===== config.mk =====
export PLATFORM = sky130hd
export DESIGN_NAME = baud_tick_gen
export DESIGN_NICKNAME = d
export VERILOG_FILES = /design/src/rtl/brg_pkg.sv /design/src/rtl/brg_shadow.sv /design/src/rtl/brg_frac_phase.sv /design/src/rtl/brg_period_cnt.sv /design/src/rtl/brg_bit_cnt.sv /design/src/rtl/baud_tick_gen.sv
export SDC_FILE = /design/constraint.sdc
export NUM_CORES = 1
export LEC_CHECK = 0
export BUFFER_PORTS_ARGS = -buffer_cell sky130_fd_sc_hd__buf_2
export CELL_PAD_IN_SITES_DETAIL_PLACEMENT = 1
export CELL_PAD_IN_SITES_GLOBAL_PLACEMENT = 1
export CORE_ASPECT_RATIO = 0.75
export CORE_MARGIN = 1.5
export CORE_UTILIZATION = 37
export CTS_BUF_LIST = sky130_fd_sc_hd__clkbuf_4 sky130_fd_sc_hd__clkbuf_8
export DETAILED_ROUTE_END_ITERATION = 16
export PLACE_DENSITY = 0.63
export SETUP_SLACK_MARGIN = 0.02
export SYNTH_ARGS = -nofsm -noshare
export SYNTH_HDL_FRONTEND = slang
export SYNTH_SLANG_ARGS = --single-unit

===== constraint.sdc =====
create_clock -name clk_i -period 12.1 [get_ports clk_i]
set_clock_uncertainty 0.15 [all_clocks]
set_input_delay 1.21 -clock clk_i [delete_from_list [all_inputs] [get_ports clk_i]]
set_output_delay 1.21 -clock clk_i [all_outputs]
set_load 0.03 [all_outputs]

===== src/rtl/brg_pkg.sv =====
package brg_pkg;
  localparam int unsigned BIT_CNT_W = 4;

  typedef enum logic [1:0] {
    OS_16X  = 2'b00,
    OS_8X   = 2'b01,
    OS_4X   = 2'b10,
    OS_4X_B = 2'b11
  } os_mode_e;

  // last index of the bit-boundary counter for a mode (N-1)
  function automatic logic [BIT_CNT_W-1:0] os_last(logic [1:0] m);
    case (os_mode_e'(m))
      OS_16X:  return 4'd15;
      OS_8X:   return 4'd7;
      default: return 4'd3;
    endcase
  endfunction
endpackage


===== src/rtl/brg_shadow.sv =====
module brg_shadow #(
  parameter int unsigned INT_W  = 16,
  parameter int unsigned FRAC_W = 4
) (
  input  logic              clk_i,
  input  logic              rst_ni,
  input  logic              wr_i,
  input  logic [INT_W-1:0]  int_i,
  input  logic [FRAC_W-1:0] frac_i,
  input  logic [1:0]        mode_i,
  input  logic              load_i,
  output logic              pending_o,
  output logic [INT_W-1:0]  shd_int_o,
  output logic [FRAC_W-1:0] shd_frac_o,
  output logic [INT_W-1:0]  act_int_o,
  output logic [FRAC_W-1:0] act_frac_o,
  output logic [1:0]        act_mode_o
);
  logic [1:0] shd_mode_q;

  always_ff @(posedge clk_i or negedge rst_ni) begin
    if (!rst_ni) begin
      pending_o  <= 1'b0;
      shd_int_o  <= '0;
      shd_frac_o <= '0;
      shd_mode_q <= '0;
    end else begin
      pending_o <= wr_i | (pending_o & ~load_i);
      if (wr_i) begin
        shd_int_o  <= int_i;
        shd_frac_o <= frac_i;
        shd_mode_q <= mode_i;
      end
    end
  end

  always_ff @(posedge clk_i or negedge rst_ni) begin
    if (!rst_ni) begin
      act_int_o  <= '0;
      act_frac_o <= '0;
      act_mode_o <= '0;
    end else if (load_i) begin
      act_int_o  <= shd_int_o;
      act_frac_o <= shd_frac_o;
      act_mode_o <= shd_mode_q;
    end
  end

  p_wr_sets_pending_r6: assert property (@(posedge clk_i) disable iff (!rst_ni)
    wr_i |=> pending_o);
  p_load_clears_pending_r6: assert property (@(posedge clk_i) disable iff (!rst_ni)
    (load_i && !wr_i) |=> !pending_o);
endmodule


===== src/rtl/brg_frac_phase.sv =====
module brg_frac_phase #(
  parameter int unsigned FRAC_W = 4
) (
  input  logic              clk_i,
  input  logic              rst_ni,
  input  logic              reload_i,
  input  logic              load_i,
  input  logic [FRAC_W-1:0] frac_i,
  output logic              carry_o
);
  localparam logic [FRAC_W:0] GRP = (FRAC_W+1)'(1) << FRAC_W;

  logic [FRAC_W-1:0] acc_q;
  logic [FRAC_W-1:0] acc_base;
  logic [FRAC_W:0]   sum;

  // a new setting restarts the phase from zero
  assign acc_base = load_i ? '0 : acc_q;
  assign sum      = {1'b0, acc_base} + {1'b0, frac_i};
  assign carry_o  = sum[FRAC_W];

  always_ff @(posedge clk_i or negedge rst_ni) begin
    if (!rst_ni)       acc_q <= '0;
    else if (reload_i) acc_q <= sum[FRAC_W-1:0];
  end

  // group bookkeeping for the stretch-count property
  logic [FRAC_W:0] win_q;
  logic [FRAC_W:0] st_q;

  always_ff @(posedge clk_i or negedge rst_ni) begin
    if (!rst_ni) begin
      win_q <= '0;
      st_q  <= '0;
    end else if (load_i) begin
      win_q <= (FRAC_W+1)'(1);
      st_q  <= {{FRAC_W{1'b0}}, carry_o};
    end else if (reload_i && win_q != GRP) begin
      win_q <= win_q + 1'b1;
      st_q  <= st_q + {{FRAC_W{1'b0}}, carry_o};
    end
  end

  p_group_stretch_r4: assert property (@(posedge clk_i) disable iff (!rst_ni)
    (win_q == GRP && !load_i) |-> st_q == {1'b0, frac_i});
endmodule


===== src/rtl/brg_period_cnt.sv =====
module brg_period_cnt #(
  parameter int unsigned INT_W = 16
) (
  input  logic             clk_i,
  input  logic             rst_ni,
  input  logic             en_i,
  input  logic             reload_i,
  input  logic [INT_W:0]   len_i,
  input  logic [INT_W-1:0] lim_i,
  output logic             tick_o
);
  logic [INT_W-1:0] cnt_q;
  logic [INT_W:0]   len_m1;

  assign len_m1 = len_i - 1'b1;
  assign tick_o = en_i && (cnt_q == '0);

  always_ff @(posedge clk_i or negedge rst_ni) begin
    if (!rst_ni) begin
      cnt_q <= '0;
    end else if (reload_i) begin
      cnt_q <= (len_i == '0) ? '0 : len_m1[INT_W-1:0];
    end else if (en_i && cnt_q != '0) begin
      cnt_q <= cnt_q - 1'b1;
    end
  end

  p_cnt_bound_r3: assert property (@(posedge clk_i) disable iff (!rst_ni)
    en_i |-> cnt_q <= lim_i);
  p_tick_width_r9: assert property (@(posedge clk_i) disable iff (!rst_ni)
    (tick_o && len_i > (INT_W+1)'(1)) |=> !tick_o);
endmodule


===== src/rtl/brg_bit_cnt.sv =====
module brg_bit_cnt
  import brg_pkg::*;
(
  input  logic       clk_i,
  input  logic       rst_ni,
  input  logic       load_i,
  input  logic       tick_i,
  input  logic [1:0] mode_i,
  output logic       bit_tick_o
);
  logic [BIT_CNT_W-1:0] bit_q;
  logic [BIT_CNT_W-1:0] last;

  assign last       = os_last(mode_i);
  assign bit_tick_o = tick_i && (bit_q == last);

  always_ff @(posedge clk_i or negedge rst_ni) begin
    if (!rst_ni)     bit_q <= '0;
    else if (load_i) bit_q <= '0;
    else if (tick_i) bit_q <= (bit_q == last) ? '0 : bit_q + 1'b1;
  end

  p_bit_range_r5: assert property (@(posedge clk_i) disable iff (!rst_ni)
    bit_q <= last);
endmodule


===== src/rtl/baud_tick_gen.sv =====
module baud_tick_gen #(
  parameter int unsigned BYTE_W = 8,
  parameter int unsigned FRAC_W = 4
) (
  input  logic              clk_i,
  input  logic              rst_ni,
  input  logic              div_wr_i,
  input  logic [BYTE_W-1:0] div_hi_i,
  input  logic [BYTE_W-1:0] div_lo_i,
  input  logic [FRAC_W-1:0] div_frac_i,
  input  logic [1:0]        os_mode_i,
  output logic              sample_tick_o,
  output logic              bit_tick_o
);
  localparam int unsigned INT_W = 2 * BYTE_W;

  logic              pending;
  logic [INT_W-1:0]  shd_int, act_int, nxt_int;
  logic [FRAC_W-1:0] shd_frac, act_frac, nxt_frac;
  logic [1:0]        act_mode;
  logic              en, load, reload, carry;
  logic [INT_W:0]    len;

  assign en       = act_int != '0;
  // settings apply at a period boundary, or at once when stopped
  assign load     = pending && (sample_tick_o || !en);
  assign reload   = sample_tick_o || load;
  assign nxt_int  = load ? shd_int  : act_int;
  assign nxt_frac = load ? shd_frac : act_frac;
  assign len      = {1'b0, nxt_int} + {{INT_W{1'b0}}, carry};

  brg_shadow #(.INT_W(INT_W), .FRAC_W(FRAC_W)) i_shadow (
    .clk_i      (clk_i),
    .rst_ni     (rst_ni),
    .wr_i       (div_wr_i),
    .int_i      ({div_hi_i, div_lo_i}),
    .frac_i     (div_frac_i),
    .mode_i     (os_mode_i),
    .load_i     (load),
    .pending_o  (pending),
    .shd_int_o  (shd_int),
    .shd_frac_o (shd_frac),
    .act_int_o  (act_int),
    .act_frac_o (act_frac),
    .act_mode_o (act_mode)
  );

  brg_frac_phase #(.FRAC_W(FRAC_W)) i_frac (
    .clk_i    (clk_i),
    .rst_ni   (rst_ni),
    .reload_i (reload),
    .load_i   (load),
    .frac_i   (nxt_frac),
    .carry_o  (carry)
  );

  brg_period_cnt #(.INT_W(INT_W)) i_period (
    .clk_i    (clk_i),
    .rst_ni   (rst_ni),
    .en_i     (en),
    .reload_i (reload),
    .len_i    (len),
    .lim_i    (act_int),
    .tick_o   (sample_tick_o)
  );

  brg_bit_cnt i_bit (
    .clk_i      (clk_i),
    .rst_ni     (rst_ni),
    .load_i     (load),
    .tick_i     (sample_tick_o),
    .mode_i     (act_mode),
    .bit_tick_o (bit_tick_o)
  );

  p_zero_quiet_r7: assert property (@(posedge clk_i) disable iff (!rst_ni)
    (act_int == '0) |-> (!sample_tick_o && !bit_tick_o));
endmodule


==> Word-level counts from Yosys, hierarchy flattened <==
Index checks and enable logic that the tools add are counted.
{ "op_classes": {"add_sub_neg": 5, "mux": 10, "bitwise_logic": 3, "eq_ne": 2, "n_reduce_logical": 14} }
{ "op_table": {"columns": ["cell", "n"], "rows": [
  ["16-bit 2-to-1 mux", 4],
  ["16-bit nonzero test", 2],
  ["16-bit by 1-bit subtractor with 16-bit output, second input constant", 2],
  ["4-bit 2-to-1 mux", 5],
  ["16-bit by 1-bit adder with 17-bit output", 1],
  ["17-bit zero test", 1],
  ["16-bit zero test", 1],
  ["4-bit case mux with 2 select lines", 1],
  ["4-bit by 4-bit adder with 5-bit output", 1],
  ["4-bit by 1-bit adder with 4-bit output, second input constant", 1],
  ["4-bit == test", 1],
  ["1-bit logical AND", 4],
  ["2-bit nonzero test", 2],
  ["2-bit by 1-bit == test with 1-bit output, second input constant", 1],
  ["2-bit zero test", 1],
  ["1-bit logical OR", 2],
  ["1-bit AND", 1],
  ["1-bit zero test", 1],
  ["1-bit NOT", 1],
  ["1-bit bitwise OR", 1]
]} }
{ "totals": {"word_cells": 44, "reg_bits": 69, "input_bits": 25} }

==> Depth between registers and ports, before layout <==
{ "logic_depth": {"word_depth": 10, "ltp_mapped": 30, "mapped_depth_nobuf": 25} }

==> Cells and area by module <==
From an unflattened synthesis, not the netlist that was laid out.
{ "unflattened": {"cells_unflattened": 429, "hier_area_um2": 4559.4} }
{ "by_module_without_submodules": {"columns": ["mod", "area_per_inst_um2", "cells_each", "seq_area_each_um2", "n_inst"], "rows": [
  ["brg_shadow", 1677.9, 95, 1126.1, 1],
  ["brg_period_cnt", 1305.0, 145, 400.4, 1],
  ["baud_tick_gen", 983.4, 132, 0.0, 1],
  ["brg_frac_phase", 336.6, 33, 100.1, 1],
  ["brg_bit_cnt", 256.5, 24, 100.1, 1]
]} }

==> Worst setup path before layout <==
Ideal clock, no wire load.
{ "synth_path": {"path_type": "flip-flop to flip-flop", "start": "register i_period.cnt_q[0]", "end": "register i_period.cnt_q[5]", "arrival_ps": 5814, "stages_incl_launch_ff": 31, "setup_time_ps": 92, "path_slack_ps": 6044, "path_buffers": 6, "t_required_ps": 11858, "period_less_slack_ps": 6056, "path_cell_list": "dfrtp_1 > inv_1 > ha_1 > or3b_4 > nor4_4 > and2_1 > o21a_1 > buf_4 > clkbuf_1 > clkbuf_1 > nand2_1 > nand2_1 > ha_1 > inv_1 > fa_1 > nor2b_1 > o21ai_0 > nand2b_1 > ha_1 > ha_1 > buf_2 > nand3_1 > or2_2 > clkbuf_1 > nor3_1 > xor2_1 > mux2i_1 > and3b_4 > a21o_1 > buf_6 > o31ai_2"} }
{ "synth_between": {"elab_chain_len": 10, "elab_cells_between_ends": 19, "classes_between": "add/sub (4); mux (6); reduce/logical (9)"} }
{ "synth_lines": {"columns": ["element", "line", "source"], "rows": [
  ["from (decl)", "brg_period_cnt.sv:12", "logic [INT_W-1:0] cnt_q;"],
  ["from (signal assigned)", "brg_period_cnt.sv:22", "cnt_q <= (len_i == '0) ? '0 : len_m1[INT_W-1:0];"],
  ["from (signal assigned)", "brg_period_cnt.sv:24", "cnt_q <= cnt_q - 1'b1;"],
  ["16-bit zero test (*)", "brg_period_cnt.sv:16", "assign tick_o = en_i && (cnt_q == '0);"],
  ["1-bit logical AND (*)", "brg_period_cnt.sv:16", null],
  ["1-bit logical OR (*)", "baud_tick_gen.sv:26", "assign load = pending && (sample_tick_o || !en);"],
  ["1-bit logical AND (*)", "baud_tick_gen.sv:26", null],
  ["4-bit 2-to-1 mux (*)", null, null],
  ["net i_frac.frac_i[0]", "brg_frac_phase.sv:8", "input logic [FRAC_W-1:0] frac_i,"],
  ["4-bit by 4-bit adder with 5-bit output (*)", "brg_frac_phase.sv:19", "assign sum = {1'b0, acc_base} + {1'b0, frac_i};"],
  ["16-bit by 1-bit adder with 17-bit output (*)", "baud_tick_gen.sv:30", "assign len = {1'b0, nxt_int} + {{INT_W{1'b0}}, carry};"],
  ["16-bit by 1-bit subtractor with 16-bit output / 17-bit zero test (equally long branches)", "brg_period_cnt.sv:15, brg_period_cnt.sv:22", null],
  ["16-bit 2-to-1 mux (*)", "brg_period_cnt.sv:22", null],
  ["16-bit 2-to-1 mux (*)", "brg_period_cnt.sv:21", "end else if (reload_i) begin"]
]} }
The timed path passes the listed nets; every way through them passes the cells marked *. The select of a mux whose other input is x is not followed.
A chain may end at the register's enable or synchronous reset.

==> Final worst setup path <==
{ "layout_path": {"start": "register i_period.cnt_q[0]", "end": "register i_period.cnt_q[3]"} }
The elaborated chain is that of the path after synthesis.

==> run metrics <==
Synth async-reset ratio=1.00; GR Util All Layers=0.222; share of cells above drive strength 1=0.162; Area Growth Syn to Fin=8.62%; FF-to-FF End=i_period.cnt_q[3]; gr ovfl total=0; utilization after layout=0.415; die area=0.0135 sq mm; Post-synth EDFFs=0; count of unique library cells instantiated by Yosys=65; Die Wd=134 um; H-tree levels=3; # nets final=593; Main synth FF type=dfrtp_1; DR vias=4078; n_diodes=0; First DRT Iteration DRCs=227; Slew @ Worst Pin=912 ps; Setup crit start kind=flop; worst hold path startpoint=i_frac.acc_q[3]; yosys warns=0; CORE AREA=0.0124 sq mm; f_max=0.148 GHz; HP Class=reg -> reg; Clock Tree Root=clkbuf_8; IR Drop Worst-Case VDD=0.0000780 V; RSZ-0062 raised after global routing=no; Detailed Route WL=13700 um; Post-DRT Antenna Nets=0; arrival time at the worst endpoint=6850 ps; initial antenna violation count=0; slowest CP cell=dfrtp_1; reg-to-reg slack, setup=5360 ps; Clock Latency Late Sink=370 ps; Slew Limit Fails=0; max-cap viol count=0; area of placed instances=0.00493 sq mm; final worst-path cycle share=0.557; # IOs=27; clk sinks=69; row cnt=35; DRT Pass-1 Iters=4; Die Ht=101 um; CTS tree=done; Pleak=2.14 nW; worst setup path class=reg -> reg; CP endpoint kind=flop; syn_nets=585; clock transition at the registers of the reported paths=80 ps; Worst R2R Path Depth=26; Post-CTS Setup Repair Bufs=0; TNS Setup=0 ps; Synth Cell Area=0.00473 sq mm; # DRC=0; Syn Area/Cell=8.61 sq um; CP delay by family, top=simple AND/OR/NAND/NOR gates; vias in the first global route=4194; Buffers on Ports=26; final instance area=0.00514 sq mm; sequential fraction of the synthesis area=0.365; Rel. slew slack=0.392; final total power=1.04 mW; hold depth=2; Initial Util=0.382; max incr delay on CP=430 ps; post_cts resized=0; GPL Wtd Cong=0.925; status=complete, no violations; Detailed Place HPWL=10400 um; Period minus WS final=6740 ps; CTS Buffer Depth=2; Avg WL per Cell=18.9 um; final hold violations=0; FF+latch area=0.00173 sq mm; Worst Path Buf+Inv=3; first-pass GRT wire length=23100 um; largest net degree at the start of global routing=70; Via density=5.60; cts bufs inserted=9; # fillers=1484; CP Max Fanout=29; RR Startpoint=i_period.cnt_q[0]; post-cts hold buffer count=0; Worst path most repeated cell=ha_1; count of state elements after synthesis=69; Post-Syn Instances=549; Power Dens Cells=202 mW/mm^2; footprint of the multi-input gates=0.00280 sq mm; hold endpoint=i_frac.acc_q[3]; Setup Viol. Count Final=0; CP required=12200 ps
## cell usage in the layout (no fill, tap or decap), types with 8 or more instances in the layout
cell type,count
a21oi_1,19
and2_1,8
and3_1,8
buf_2,25
clkbuf_8,10
dfrtp_1,69
ha_1,10
inv_1,12
mux2_2,25
mux2i_1,8
nand2_1,97
nand3_1,17
nand4_1,9
nor2_1,37
nor3_1,15
nor4_1,8
o21ai_0,38
or3_1,8
xnor2_1,21
xor2_1,17
## how the worst max path moves through the flow
| stage | start | end | cells after the start |
|---|---|---|---|
| 2_1_floorplan | i_period.cnt_q[0] | i_period.cnt_q[5] | 30 |
| 3_3_place_gp | i_period.cnt_q[0] | i_period.cnt_q[3] | 26 |
| 3_5_place_dp | i_period.cnt_q[0] | i_period.cnt_q[3] | 26 |
| 4_1_cts | i_period.cnt_q[0] | i_period.cnt_q[3] | 26 |
| 5_1_grt | i_period.cnt_q[0] | i_period.cnt_q[3] | 26 |
| 6_report | i_period.cnt_q[0] | i_period.cnt_q[3] | 26 |
## worst min-delay path: stages (launching register included)
cell and delay (ps):
dfrtp_1 340, nand2_1 50, o21ai_0 60
## metal layers
metal	track usage	wire length (um)
met5	0	0
met4	0.0661	214
met3	0.0407	462
met2	0.350	6130
met1	0.313	6940
## cell families after synthesis
group           after synthesis  synth area share
simple gates                245             0.261
compound gates              110             0.154
flops                        69             0.365
buf+inv                      43            0.0429
xor+xnor                     38            0.0704
mux                          33            0.0765
fa+ha+maj                    11            0.0307
## metrics by stage
step           setup WS [ps]  hold slack [ps]  std cells
2_1_floorplan           6040              287        549
6_report                5360              328        728
5_1_grt                 4840              375        728
3_3_place_gp            5790              305        712
3_5_place_dp            5370              317        712
4_1_cts                 5360              334        728
## cell type report
cell class,instances,share of cell area
Multi-Input combinational cell,437,0.546
Sequential cell,69,0.336
Tap cell,166,0.0404
Timing Repair Buffer,28,0.0287
Clock buffer,10,0.0268
Clock inverter,6,0.0134
Inverter,12,0.00877
## flip-flops by register name, summed over array words and instances, names as in the netlist
register and flops:
i_shadow.act_int_o 16, i_shadow.act_frac_o 4, i_shadow.pending_o 1, i_period.cnt_q 16
i_shadow.shd_mode_q 2, i_bit.bit_q 4, i_shadow.shd_frac_o 4, i_shadow.shd_int_o 16
i_shadow.act_mode_o 2, i_frac.acc_q 4
## power breakdown
group	switching, mW	leakage [nW]	internal, mW
sequential	0.0967	0.855	0.300
combinational	0.255	1.18	0.187
clock	0.0991	0.103	0.102
total	0.451	2.14	0.589
## synth_stat cells (3+ instances only)
| cell type | count | share of area |
|---|---|---|
| nand2_1 | 97 | 0.077 |
| dfrtp_1 | 69 | 0.37 |
| o21ai_0 | 38 | 0.040 |
| nor2_1 | 37 | 0.029 |
| mux2_2 | 25 | 0.060 |
| clkbuf_1 | 23 | 0.018 |
| xnor2_1 | 21 | 0.039 |
| a21oi_1 | 19 | 0.020 |
| nand3_1 | 17 | 0.018 |
| xor2_1 | 17 | 0.031 |
| nor3_1 | 15 | 0.016 |
| inv_1 | 12 | 0.0095 |
| ha_1 | 10 | 0.026 |
| nand4_1 | 9 | 0.012 |
| and2_1 | 8 | 0.011 |
| and3_1 | 8 | 0.011 |
| mux2i_1 | 8 | 0.017 |
| nor4_1 | 8 | 0.011 |
| or3_1 | 8 | 0.011 |
| nand2b_1 | 7 | 0.0093 |
| o211ai_1 | 7 | 0.011 |
| or2_2 | 6 | 0.0079 |
| o21ai_1 | 5 | 0.0053 |
| o221ai_1 | 5 | 0.0093 |
| nor2b_1 | 4 | 0.0053 |
| o21a_1 | 4 | 0.0063 |
| a21o_1 | 3 | 0.0048 |
| buf_2 | 3 | 0.0032 |
| buf_6 | 3 | 0.0071 |
| nor3_2 | 3 | 0.0063 |
| o22ai_1 | 3 | 0.0040 |
| o31ai_1 | 3 | 0.0048 |
Note: power is estimated with default switching activity, not from simulation.
